### src/rtl/ovt_pkg.sv
// Package: shared constants and types for the overflow timer.
// Assumes each channel window is 64 bytes and registers are word aligned.
package ovt_pkg;
    localparam int CH_OFS_W  = 6;
    localparam int CH_STRIDE = 64;

    localparam logic [CH_OFS_W-1:0] OFS_STAT = 6'h00;
    localparam logic [CH_OFS_W-1:0] OFS_VAL  = 6'h04;
    localparam logic [CH_OFS_W-1:0] OFS_CTRL = 6'h10;
    localparam logic [CH_OFS_W-1:0] OFS_CFG  = 6'h20;
    localparam logic [CH_OFS_W-1:0] OFS_DIV  = 6'h24;
    localparam logic [CH_OFS_W-1:0] OFS_INIT = 6'h28;

    typedef enum logic [2:0] {
        REG_NONE,
        REG_STAT,
        REG_VAL,
        REG_CTRL,
        REG_CFG,
        REG_DIV,
        REG_INIT
    } reg_sel_e;
endpackage

### src/rtl/ovt_decode.sv
// Address decoder: splits the byte address into a one-hot channel hit
// and a register selector. Assumes the window holds 64-byte channels;
// unmapped offsets and channels beyond NUM_CH give no hit.
module ovt_decode #(
    parameter int NUM_CH = 2,
    parameter int ADDR_W = 10
) (
    input  logic [ADDR_W-1:0]  addr,
    output logic [NUM_CH-1:0]  ch_hit,
    output ovt_pkg::reg_sel_e  reg_sel
);
    import ovt_pkg::*;

    localparam int CHW = ADDR_W - CH_OFS_W;

    logic [CHW-1:0]      ch_idx;
    logic [CH_OFS_W-1:0] offset;
    reg_sel_e            raw_sel;

    assign ch_idx = addr[ADDR_W-1:CH_OFS_W];
    assign offset = addr[CH_OFS_W-1:0];

    // Map the in-window offset to a register selector.
    always_comb begin
        case (offset)
            OFS_STAT: raw_sel = REG_STAT;
            OFS_VAL:  raw_sel = REG_VAL;
            OFS_CTRL: raw_sel = REG_CTRL;
            OFS_CFG:  raw_sel = REG_CFG;
            OFS_DIV:  raw_sel = REG_DIV;
            OFS_INIT: raw_sel = REG_INIT;
            default:  raw_sel = REG_NONE;
        endcase
    end

    // One comparator per channel, compared over the full index width.
    for (genvar i = 0; i < NUM_CH; i++) begin : g_hit
        assign ch_hit[i] = (ch_idx == CHW'(i)) && (raw_sel != REG_NONE);
    end

    // Report no register when the channel index is out of range.
    assign reg_sel = (|ch_hit) ? raw_sel : REG_NONE;
endmodule

### src/rtl/ovt_prescaler.sv
// Prescaler: emits one tick every DIV+1 clocks while run is high.
// Assumes clear restarts the phase; the count holds while run is low.
module ovt_prescaler #(
    parameter int DIV_W = 32
) (
    input  logic             clk,
    input  logic             rst_n,
    input  logic             clear,
    input  logic             run,
    input  logic [DIV_W-1:0] div,
    output logic             tick
);
    logic [DIV_W-1:0] phase;

    // A >= compare keeps the tick alive if div shrinks mid-period.
    assign tick = run && (phase >= div);

    // Advance the phase counter and wrap it on each tick.
    always_ff @(posedge clk) begin
        if (!rst_n) begin
            phase <= '0;
        end else if (clear) begin
            phase <= '0;
        end else if (run) begin
            phase <= tick ? '0 : phase + 1'b1;
        end
    end
endmodule

### src/rtl/ovt_channel.sv
// One timer channel: config, divider and start-value registers, the
// up-counter with overflow reload, the pending flag and its interrupt.
// Assumes wr_en is already qualified by the channel hit.
module ovt_channel #(
    parameter int CNT_W  = 32,
    parameter int DIV_W  = 32,
    parameter int DATA_W = 32
) (
    input  logic              clk,
    input  logic              rst_n,
    input  logic              wr_en,
    input  ovt_pkg::reg_sel_e acc_sel,
    input  logic [DATA_W-1:0] wdata,
    output logic [DATA_W-1:0] rd_word,
    output logic              irq,
    output logic              flag,
    output logic              cfg_en,
    output logic              running,
    output logic [CNT_W-1:0]  count,
    output logic [CNT_W-1:0]  init_val
);
    import ovt_pkg::*;

    logic             cfg_ie;
    logic [DIV_W-1:0] div_val;
    logic             wr_stat, wr_ctrl, wr_cfg, wr_div, wr_init;
    logic             do_stop, do_go, tick, wrap;

    assign wr_stat = wr_en && (acc_sel == REG_STAT);
    assign wr_ctrl = wr_en && (acc_sel == REG_CTRL);
    assign wr_cfg  = wr_en && (acc_sel == REG_CFG);
    assign wr_div  = wr_en && (acc_sel == REG_DIV);
    assign wr_init = wr_en && (acc_sel == REG_INIT);

    // Stop has priority over start within one control write.
    assign do_stop = wr_ctrl && wdata[0];
    assign do_go   = wr_ctrl && wdata[1] && !wdata[0];

    ovt_prescaler #(.DIV_W(DIV_W)) u_presc (
        .clk   (clk),
        .rst_n (rst_n),
        .clear (do_stop || do_go),
        .run   (running && cfg_en),
        .div   (div_val),
        .tick  (tick)
    );

    assign wrap = tick && (count == {CNT_W{1'b1}});

    // Config, divider and start-value register file.
    always_ff @(posedge clk) begin
        if (!rst_n) begin
            cfg_en   <= 1'b0;
            cfg_ie   <= 1'b0;
            div_val  <= '0;
            init_val <= '0;
        end else begin
            if (wr_cfg) begin
                cfg_en <= wdata[0];
                cfg_ie <= wdata[1];
            end
            if (wr_div)  div_val  <= wdata[DIV_W-1:0];
            if (wr_init) init_val <= wdata[CNT_W-1:0];
        end
    end

    // Counter: stop, start, count up, and reload from the start value on wrap.
    always_ff @(posedge clk) begin
        if (!rst_n) begin
            count   <= '0;
            running <= 1'b0;
        end else if (do_stop) begin
            count   <= '0;
            running <= 1'b0;
        end else if (do_go) begin
            count   <= init_val;
            running <= 1'b1;
        end else if (tick) begin
            count   <= wrap ? init_val : count + 1'b1;
        end
    end

    // Pending flag: set on wrap, cleared by a write of 1; a wrap wins.
    always_ff @(posedge clk) begin
        if (!rst_n) begin
            flag <= 1'b0;
        end else if (wrap) begin
            flag <= 1'b1;
        end else if (wr_stat && wdata[0]) begin
            flag <= 1'b0;
        end
    end

    assign irq = flag && cfg_en && cfg_ie;

    // Read data for the selected register of this channel.
    always_comb begin
        case (acc_sel)
            REG_STAT: rd_word = DATA_W'(flag);
            REG_VAL:  rd_word = DATA_W'(count);
            REG_CTRL: rd_word = DATA_W'({running, 1'b0});
            REG_CFG:  rd_word = DATA_W'({cfg_ie, cfg_en});
            REG_DIV:  rd_word = DATA_W'(div_val);
            REG_INIT: rd_word = DATA_W'(init_val);
            default:  rd_word = '0;
        endcase
    end
endmodule

### src/rtl/ovt_timer_top.sv
// Top level: decodes the register port, instantiates the channels and
// merges their read data. Assumes a single-cycle access per request.
module ovt_timer_top #(
    parameter int NUM_CH = 2,
    parameter int ADDR_W = 10,
    parameter int DATA_W = 32,
    parameter int CNT_W  = 32,
    parameter int DIV_W  = 32
) (
    input  logic              clk,
    input  logic              rst_n,
    input  logic              wr_en,
    input  logic              rd_en,
    input  logic [ADDR_W-1:0] addr,
    input  logic [DATA_W-1:0] wdata,
    output logic [DATA_W-1:0] rdata,
    output logic [NUM_CH-1:0] irq
);
    import ovt_pkg::*;

    logic [NUM_CH-1:0]            ch_hit;
    reg_sel_e                     reg_sel;
    logic [DATA_W-1:0]            rd_word [NUM_CH];
    logic [NUM_CH-1:0]            ch_flag;
    logic [NUM_CH-1:0]            ch_en;
    logic [NUM_CH-1:0]            ch_run;
    logic [NUM_CH-1:0][CNT_W-1:0] ch_count;
    logic [NUM_CH-1:0][CNT_W-1:0] ch_init;

    ovt_decode #(.NUM_CH(NUM_CH), .ADDR_W(ADDR_W)) u_dec (
        .addr    (addr),
        .ch_hit  (ch_hit),
        .reg_sel (reg_sel)
    );

    for (genvar i = 0; i < NUM_CH; i++) begin : g_ch
        ovt_channel #(.CNT_W(CNT_W), .DIV_W(DIV_W), .DATA_W(DATA_W)) u_ch (
            .clk      (clk),
            .rst_n    (rst_n),
            .wr_en    (wr_en && ch_hit[i]),
            .acc_sel  (reg_sel),
            .wdata    (wdata),
            .rd_word  (rd_word[i]),
            .irq      (irq[i]),
            .flag     (ch_flag[i]),
            .cfg_en   (ch_en[i]),
            .running  (ch_run[i]),
            .count    (ch_count[i]),
            .init_val (ch_init[i])
        );
    end

    // Return the hit channel's word; zero when idle or unmapped.
    always_comb begin
        rdata = '0;
        if (rd_en) begin
            for (int i = 0; i < NUM_CH; i++) begin
                if (ch_hit[i]) rdata = rd_word[i];
            end
        end
    end
endmodule

### config.mk
export PLATFORM = sky130hd
export DESIGN_NAME = ovt_timer_top
export DESIGN_NICKNAME = d
export VERILOG_FILES = /design/src/rtl/ovt_pkg.sv /design/src/rtl/ovt_decode.sv /design/src/rtl/ovt_prescaler.sv /design/src/rtl/ovt_channel.sv /design/src/rtl/ovt_timer_top.sv
export SDC_FILE = /design/constraint.sdc
export NUM_CORES = 1
export LEC_CHECK = 0
export BUFFER_PORTS_ARGS = -buffer_cell sky130_fd_sc_hd__buf_2
export CAP_MARGIN = 20
export CORE_MARGIN = 2
export CORE_UTILIZATION = 55
export CTS_CLUSTER_DIAMETER = 200
export DETAILED_ROUTE_END_ITERATION = 8
export MAX_ROUTING_LAYER = met4
export PLACE_DENSITY = 0.73
export SYNTH_ARGS = -nofsm -noshare
export SYNTH_HDL_FRONTEND = slang
export SYNTH_SLANG_ARGS = --single-unit
export TNS_END_PERCENT = 10
### constraint.sdc
create_clock -name clk -period 3.3 [get_ports clk]
set_input_delay 0.33 -clock clk [delete_from_list [all_inputs] [get_ports clk]]
set_output_delay 0.33 -clock clk [all_outputs]
set_load 0.01 [all_outputs]
---- Word-level counts from Yosys, hierarchy flattened ----
Index checks and enable logic that the tools add are counted.
storage, ports and cells
  flip-flop bits (word level) ............. 264
  bits of input ports ..................... 46
  logic and storage cells ................. 103
operators by class
  $add $sub $neg .......................... 4
  order comparisons ....................... 2
  equality and inequality tests ........... 14
  muxes and demuxes ....................... 19
  bitwise operators ....................... 1
  reduce and logical (&&, ||, !) cells .... 47
operator list
  operator                 count
  $pmux W32 S6             2
  $mux W32                 11
  $add A32 B1 Y32 const B  4
  $eq A32 B32 Y1 const B   2
  $ge A32 B32 Y1           2
  $logic_and A1 B1 Y1      32
  $eq A6 B6 Y1 const B     3
  $pmux W3 S6              1
  $reduce_or A2 Y1         5
  $eq A3 B3 Y1 const B     3
  $reduce_bool A2 Y1       4
  $eq A3 B2 Y1 const B     2
  $eq A6 B3 Y1 const B     1
  $eq A6 B5 Y1 const B     1
  $logic_not A6 Y1         1
  $eq A4 B1 Y1 const B     1
  $logic_not A4 Y1         1
  $mux W1                  4
  $eq A3 B1 Y1 const B     1
  $mux W3                  1
  $reduce_bool A3 Y1       1
  $logic_or A1 B1 Y1       2
  $logic_not A1 Y1         1
  $not A1 Y1               1

---- Depth between registers and ports, before layout ----
Gate-level depths: netlist of the first run.
  word-level depth ........................ 12
  mapped depth ............................ 12
  mapped depth without buffers ............ 10

---- Modules after synthesis ----
From an unflattened synthesis of the first run, not the netlist that was laid out.
second synthesis, totals
  cells, all modules ...................... 1914
  area total of the unflattened synthesis .. 16204.3 µm²
by module, submodules not included
  module         times used  cells each  area an instance (µm²)  seq. area each (µm²)
  ovt_channel    2           646         5307.6                  2001.9
  ovt_prescaler  2           277         2493.6                  640.6
  ovt_timer_top  1           49          471.7                   0.0
  ovt_decode     1           19          130.1                   0.0

---- Least setup slack after synthesis of the first run ----
OpenSTA, ideal clock, no wires.
  path type ............................... input port to output port
  from .................................... input addr[9]
  to ...................................... output rdata[18]
  arrival ................................. 2.511 ns
  setup slack ............................. 0.459 ns
  stages .................................. 9
  buffers on the path ..................... 3
  cell sequence ........................... or4_4 > or3_1 > clkbuf_1 > nor3b_2 > buf_2 > buf_4 > a222oi_1 > and2_1 > a211oi_1
on the way
  cells in the longest elaborated chain, start to end .. 9
  elaborated cells between the ends (all ways) .. 17
  those cells by class .................... 7 x eq/ne; 6 x mux; 4 x reduce/logical
ends and longest elaborated chain
  element                                           line                 source
  from (decl)                                       ovt_timer_top.sv:14  input logic [ADDR_W-1:0] addr,
  $eq A4 B1 Y1 or $logic_not A4 Y1 (tied branches)  ovt_decode.sv:38     assign ch_hit[i] = (ch_idx == CHW'(i)) && (raw_sel != REG_NONE);
  $logic_and A1 B1 Y1                               ovt_decode.sv:38
  $reduce_or A2 Y1                                  ovt_decode.sv:42     assign reg_sel = (|ch_hit) ? raw_sel : REG_NONE;
  $mux W3                                           ovt_decode.sv:42
  $eq A3 B3 Y1, or another cell as far along        ovt_channel.sv:98    case (acc_sel)
  $pmux W32 S6                                      ovt_channel.sv:98
  $mux W32                                          ovt_timer_top.sv:58  if (ch_hit[i]) rdata = rd_word[i];
  $mux W32 *                                        ovt_timer_top.sv:58
  $mux W32 *                                        ovt_timer_top.sv:56  if (rd_en) begin
  to (decl)                                         ovt_timer_top.sv:16  output logic [DATA_W-1:0] rdata,
Every way passes the cells marked *; elsewhere a longest branch is shown, timed or not.

---- Worst setup path after layout of the first run ----
  from .................................... register g_ch[1].u_ch.div_val[20]
  to ...................................... register g_ch[1].u_ch.count[0]
on the way
  cells in the longest elaborated chain, start to end .. 6
  elaborated cells between the ends (all ways) .. 7
  those cells by class .................... 1 x order compare; 3 x mux; 3 x reduce/logical
ends and longest elaborated chain
  element                 line                 source
  from (decl)             ovt_channel.sv:25    logic [DIV_W-1:0] div_val;
  from (signal assigned)  ovt_channel.sv:62    if (wr_div) div_val <= wdata[DIV_W-1:0];
  $ge A32 B32 Y1 *        ovt_prescaler.sv:16  assign tick = run && (phase >= div);
  $logic_and A1 B1 Y1 *   ovt_prescaler.sv:16
  $logic_and A1 B1 Y1     ovt_channel.sv:48    assign wrap = tick && (count == {CNT_W{1'b1}});
  $mux W32                ovt_channel.sv:79    count <= wrap ? init_val : count + 1'b1;
  $mux W32                ovt_channel.sv:78    end else if (tick) begin
  $mux W32                ovt_channel.sv:75    end else if (do_go) begin
  to (signal assigned)    ovt_channel.sv:76    count <= init_val;
  to (signal assigned)    ovt_channel.sv:79
  to (decl)               ovt_channel.sv:19    output logic [CNT_W-1:0] count,
Every way passes the cells marked *; elsewhere a longest branch is shown, timed or not. The select of a mux whose other input is x is not followed.
A chain may end at the register's enable or synchronous reset.

==> flow_metrics.env, run 1 <==
export IMPL_routed_wl_um=49300
export IMPL_ys_flop_type="dfxtp_1"
export IMPL_power_uw=7100
export IMPL_ir_drop_mv=0.553
export IMPL_fin_nets=2095
export IMPL_rr_worst_depth=12
export IMPL_skew_ns=0.0109
export IMPL_required_ns=3.77
export IMPL_initial_core_util=0.560
export IMPL_syn_area_mm2=0.0146
export IMPL_postRouteAntennaNets=0
export IMPL_core_area_mm2=0.0261
export IMPL_clk_path_buf_depth=3
export IMPL_cts_root_buf="clkbuf_16"
export IMPL_place_inst=2284
export IMPL_final_cells=2340
export IMPL_grt_pass1_vias=14041
export IMPL_first_pass_iters=7
export IMPL_grt_pass1_wl_um=77800
export IMPL_status="completed"
export IMPL_hpwlAfterDp_um=36300
export IMPL_maxCapViolCount=0
export IMPL_fp_row_count=59
export IMPL_finalWorstSetupSlack_ns=0.139
export IMPL_finalCritPeriodShare=0.958
export IMPL_crit_fanout=12
export IMPL_fin_crit_ns=3.16
export IMPL_die_area_mm2=0.0278
export IMPL_rsz0062_at_grt="no"
export IMPL_ctsHtreeMaxLevel=1
export IMPL_leakage_uw=0.00608
export IMPL_die_w_um=167
export IMPL_syn_num_nets=2005
export IMPL_grt_antenna_before_repair=0
export IMPL_hp_class="in -> reg"
export IMPL_grt_overflow=0
export IMPL_syn_area_per_cell_um2=7.72
export IMPL_tns_ns=0
export IMPL_area_delta_synth_final_pct=15.8
export IMPL_post_route_drc_count=0
export IMPL_drive_above_1_share=0.130
export IMPL_synth_seq_area_share=0.362
export IMPL_worst_slew_pin_slew_ns=1.06
export IMPL_die_h_um=167
export IMPL_drv_slew=0
export IMPL_syn_inst=1891
export IMPL_cts_tree="built"
export IMPL_place_gp_congestion=1.00
export IMPL_slew_headroom=0.293
export IMPL_path_clk_slew_ns=0.06
export IMPL_vias=14894
export IMPL_slowest_stage="a211oi_2"
export IMPL_arrival_ns=3.63
export IMPL_grt_max_degree=78
export IMPL_cts_buffers=30
export IMPL_p_per_area_mw_per_mm2=420
export IMPL_fin_util=0.649
export IMPL_critPathKind="reg -> reg"
export IMPL_grt_use_total=0.355
export IMPL_clk_latency_ns=0.56
export IMPL_synth_edff_count=0
export IMPL_avgRoutedWirePerCell_um=21.1
export IMPL_start_kind="flop"
export IMPL_hold_viol_final=0
export IMPL_port_buffers=79
export IMPL_setup_viol=0
export IMPL_drtIter0Drc=2114
export IMPL_clock_sinks=264
export IMPL_routed_via_density=6.36
export IMPL_yosysWarnings=0
export IMPL_async_flop_share=0
export IMPL_cp_end_kind="flop"
export IMPL_whs_path_depth=3
export IMPL_ys_seq_elements=264
export IMPL_io_pin_count=80
export IMPL_place_ws_ns=0.110
export IMPL_diodes=0
export IMPL_max_freq_ghz=0.316
export IMPL_ys_types=78
export IMPL_critPathMaxStageDelay_ns=0.56
export IMPL_worstPathCellList="inv_1 -> ha_1 -> nand4_1 -> nor4_1 -> buf_4 -> o211a_1 -> o41ai_2 -> buf_4 -> a211oi_2 -> or2_2 -> a211oi_1 -> a211oi_1"
[placed cells by master, fill, tap and decap left out, types with 33 or more instances in the layout]
| cell type | synthesis | layout |
|---|---|---|
| a21oi_1 | 191 | 191 |
| nand3_1 | 57 | 57 |
| buf_2 | 33 | 79 |
| buf_4 | 4 | 87 |
| and2_1 | 34 | 34 |
| a211oi_1 | 43 | 42 |
| inv_1 | 81 | 81 |
| nor3_1 | 35 | 33 |
| o21ai_0 | 56 | 56 |
| dfxtp_1 | 264 | 264 |
| ha_1 | 68 | 68 |
| nor2_1 | 177 | 176 |
| nand2_1 | 349 | 349 |
| a222oi_1 | 62 | 62 |
| xor2_1 | 42 | 42 |
[what timing repair did]
action                                  CTS  global route
setup buffers                             0             0
gates resized for setup                   0             2
endpoints found under the setup margin    0             1
hold buffers                              0             0
[cell usage after synthesis, types with 6 or more instances]
master	n	area (um^2)
nor2_1	177	664
o22ai_1	6	37.5
buf_2	33	165
nor4_1	17	106
clkbuf_1	76	285
mux2i_1	14	140
xnor2_1	30	263
or3_1	6	37.5
and3_1	32	200
dfxtp_1	264	5290
o21a_1	12	90.1
a222oi_1	62	621
and4_1	11	96.3
nor3_1	35	175
a21oi_1	191	956
a211oi_1	43	323
nand2b_1	6	37.5
xor2_1	42	368
nand3_1	57	285
ha_1	68	851
nand2_1	349	1310
inv_1	81	304
and2_1	34	213
a22o_1	12	105
nand4_1	32	200
a31oi_1	11	68.8
o21ai_0	56	280
o211ai_1	25	188
a21o_1	9	67.6
[where the power goes]
part           switching, uW  internal, uW
Clock                   1390          2350
Combinational            135          43.8
Sequential             0.111          3190
[state kept, by name, indices dropped and copies added (netlist names)]
signal	cells
g_ch.u_ch.count	64
g_ch.u_ch.u_presc.phase	64
g_ch.u_ch.cfg_ie	2
g_ch.u_ch.flag	2
g_ch.u_ch.cfg_en	2
g_ch.u_ch.init_val	64
g_ch.u_ch.running	2
g_ch.u_ch.div_val	64
[cell families after synthesis]
group,after synthesis,synth area share
and+or+nand+nor,788,0.248
adders and majority gates,68,0.0583
muxes,14,0.00960
buffers and inverters,199,0.0556
DFF,264,0.362
AOI/OAI and AO/OA,486,0.224
xor gates and xnor gates,72,0.0432
[per-layer routing]
| metal | routed length (um) | vias up | share of wire | global-route usage |
|---|---|---|---|---|
| met1 | 20900 | 7022 | 0.42 | 0.472 |
| met5 | 0 | - | 0 | - |
| li1 | - | 6963 | - | - |
| met4 | 2080 | 0 | 0.042 | 0.138 |
| met2 | 21900 | 778 | 0.44 | 0.547 |
| met3 | 4370 | 131 | 0.089 | 0.0544 |
[critical path: cells and delay by family (launching register included)]
kind	cells	cell delay, ns
simple gates	3	0.88
compound gates	5	1.10
flops	1	0.43
buf+inv	3	0.39
fa+ha+maj	1	0.27
[layout make-up]
| type | instances | area, um^2 |
|---|---|---|
| timing repair buffer | 175 | 1230 |
| fill | 2332 | 9160 |
| clock inverter | 16 | 262 |
| sequential | 264 | 5290 |
| tap | 335 | 419 |
| multi-input combinational | 1428 | 8550 |
| clock buffer | 40 | 850 |
| inverter | 82 | 310 |
[stage by stage]
stage | hold slack (ns) | area [um^2]
finish | 0.0599 | 16900
global route | 0.0630 | 16900
CTS | 0.0500 | 16900
detailed placement | 0.465 | 15800
global placement | 0.458 | 15800
floorplan | 0.444 | 14600
[final timing paths]
kind / start / endpoint / slack, ns
max: g_ch[1].u_ch.div_val[20] / g_ch[1].u_ch.count[0] / 0.14
max reg2reg: g_ch[1].u_ch.div_val[20] / g_ch[1].u_ch.count[0] / 0.14
min: wdata[2] / g_ch[0].u_ch.init_val[2] / 0.06
min reg2reg: g_ch[0].u_ch.init_val[19] / g_ch[0].u_ch.init_val[19] / 0.47
No activity file was read; power rests on OpenSTA's default activity.
==> inputs of run 2 (changes only) <==
--- a/config.mk
+++ b/config.mk
@@ -5,14 +5,14 @@
 export SDC_FILE = /design/constraint.sdc
 export NUM_CORES = 1
 export LEC_CHECK = 0
-export BUFFER_PORTS_ARGS = -buffer_cell sky130_fd_sc_hd__buf_2
 export CAP_MARGIN = 20
 export CORE_MARGIN = 2
 export CORE_UTILIZATION = 55
 export CTS_CLUSTER_DIAMETER = 200
 export DETAILED_ROUTE_END_ITERATION = 8
+export DONT_BUFFER_PORTS = 1
 export MAX_ROUTING_LAYER = met4
-export PLACE_DENSITY = 0.73
+export PLACE_DENSITY = 0.7
 export SYNTH_ARGS = -nofsm -noshare
 export SYNTH_HDL_FRONTEND = slang
 export SYNTH_SLANG_ARGS = --single-unit
==> run 2 against run 1 <==
  * Non-clock buffer count is 31 lower
  * Count of clock-buffer cells in the layout is 7 higher
  * Combinational power is 6% lower
  * Global-route usage is 0.73 points higher
  * Power is 4.0% lower
  * Critical path depth is 3 lower
  * Fmax is 1.1% lower
  * Sequential share of layout area is 0.11 points higher
  * Final cell count is 1.3% lower
  * Sequential power hardly changed
  * Clock skew is 0.0022 ns lower
==> flow_metrics.env, run 2 (synthesis results as in run 1) <==
export IMPL_status="completed"
export IMPL_tns_ns=0
export IMPL_fp_row_count=59
export IMPL_r2r_setup_slack_ns=0.12
export IMPL_ir_drop_mv=0.479
export IMPL_grt_pass1_wl_um=79000
export IMPL_hp_class="in -> reg"
export IMPL_slew_headroom=0.352
export IMPL_hpwlAfterDp_um=36400
export IMPL_grt_max_degree=74
export IMPL_wl_met3_um=5010
export IMPL_drv_slew=0
export IMPL_max_freq_ghz=0.313
export IMPL_first_pass_iters=8
export IMPL_initial_core_util=0.560
export IMPL_drive_above_1_share=0.0994
export IMPL_p_per_area_mw_per_mm2=405
export IMPL_skew_ns=0.00864
export IMPL_worstHoldStart="wr_en"
export IMPL_required_ns=2.97
export IMPL_die_h_um=167
export IMPL_critPathKind="in -> out"
export IMPL_routed_via_density=6.47
export IMPL_path_clk_slew_ns=0.06
export IMPL_place_area_mm2=0.0155
export IMPL_final_cell_mix="nand2_1 (348), dfxtp_1 (264), a21oi_1 (191), nor2_1 (176), buf_4 (106)"
export IMPL_postRouteAntennaNets=0
export IMPL_fin_nets=2064
export IMPL_worst_slew_pin_slew_ns=0.968
export IMPL_hold_viol_final=0
export IMPL_post_route_drc_count=0
export IMPL_avgRoutedWirePerCell_um=21.9
export IMPL_place_gp_congestion=1.00
export IMPL_cts_buffers=30
export IMPL_port_buffers=0
export IMPL_rsz0062_at_grt="no"
export IMPL_clk_path_buf_depth=3
export IMPL_rr_worst_depth=13
export IMPL_wl_met1_um=20800
export IMPL_vias=14943
export IMPL_core_area_mm2=0.0261
export IMPL_cts_tree="built"
export IMPL_wl_met2_um=22600
export IMPL_leakage_uw=0.00589
export IMPL_area_delta_synth_final_pct=15.4
export IMPL_whs_path_depth=3
export IMPL_top_layer_used="met4"
export IMPL_post_cts_setup_buffers=0
export IMPL_grt_use_total=0.363
export IMPL_layout_commonest_cell="nand2_1"
export IMPL_clk_latency_ns=0.56
export IMPL_cts_root_buf="clkbuf_16"
export IMPL_routed_wl_um=50500
export IMPL_grt_antenna_before_repair=4
export IMPL_grt_pass1_vias=13934
export IMPL_fin_area_mm2=0.0168
export IMPL_start_kind="input port"
export IMPL_cp_end_kind="output pin"
export IMPL_min_to="g_ch[1].u_ch.cfg_en"
export IMPL_rr_startpoint="g_ch[1].u_ch.div_val[22]"
export IMPL_drtIter0Drc=2222
export IMPL_die_area_mm2=0.0278
export IMPL_io_pin_count=80
export IMPL_fin_crit_ns=3.20
export IMPL_arrival_ns=2.87
export IMPL_die_w_um=167
export IMPL_maxCapViolCount=0
export IMPL_timing_rr_end="g_ch[1].u_ch.count[11]"
export IMPL_ctsHtreeMaxLevel=1
export IMPL_finalCritPeriodShare=0.969
export IMPL_clock_sinks=264
export IMPL_crit_fanout=16
export IMPL_setup_viol=0
export IMPL_grt_overflow=0
## run 2: cell count changes in the layout (fill, tap and decap cells not counted), moves of 4 or more
cell and change:
buf_2 -79, buf_4 +19, dlygate4sd3_1 +32, clkbuf_8 +7
diode_2 +4, bufinv_16 -5
## run 2: metal layers
metal  vias up  track usage
met3       152       0.0592
met2       852        0.564
met1      7033        0.476
li1       6906            -
met4         0        0.136
met5         -            -
## run 2: timing repair
item / CTS / global route
hold buffers: 32 / 0
endpoints found under the hold margin: 132 / 0
resized for setup: 1 / 5
endpoints found under the setup margin: 1 / 34
## run 2: worst max-delay path by stage
stage,startpoint,to,slack [ns],depth (start not counted)
floorplan,addr[9],rdata[18],0.46,9
global placement,addr[9],rdata[1],0.009,9
detailed placement,addr[9],rdata[1],-0.02,9
CTS,addr[9],rdata[1],0.06,9
global route,g_ch[1].u_ch.div_val[22],g_ch[1].u_ch.count[13],0.003,13
finish,addr[9],rdata[1],0.10,9
## run 2: worst max-delay path, stage by stage
cell      delay (ns)
or4_4           0.58
or3_4           0.45
nor3b_4         0.27
buf_4           0.28
a222oi_1        0.12
and3_1          0.20
a311oi_2        0.34
buf_4           0.17
buf_4           0.11
## run 2: power breakdown
part	switching, uW	internal [uW]
clock	1360	2100
combinational	119	49.6
sequential	0.114	3190
## run 2: final cells by class
type	instances	area (um^2)
fill	2368	9220
tap	335	419
clock inverter	6	80.1
clock buffer	47	946
timing repair buffer	144	1240
multi-input combinational	1428	8560
inverter	82	310
sequential	264	5290
antenna	4	10.0
## run 2: stage by stage
step	hold WS (ns)	power [uW]	util	std cells	setup slack (ns)
4_1_cts	0.0844	6840	0.645	2305	0.0576
3_3_place_gp	0.458	3350	0.593	2220	0.00857
2_1_floorplan	0.444	3330	-	1891	0.459
5_1_grt	0.115	6970	0.646	2310	0.00347
6_report	0.0902	6820	0.646	2310	0.102
3_5_place_dp	0.464	3350	0.593	2220	-0.0245
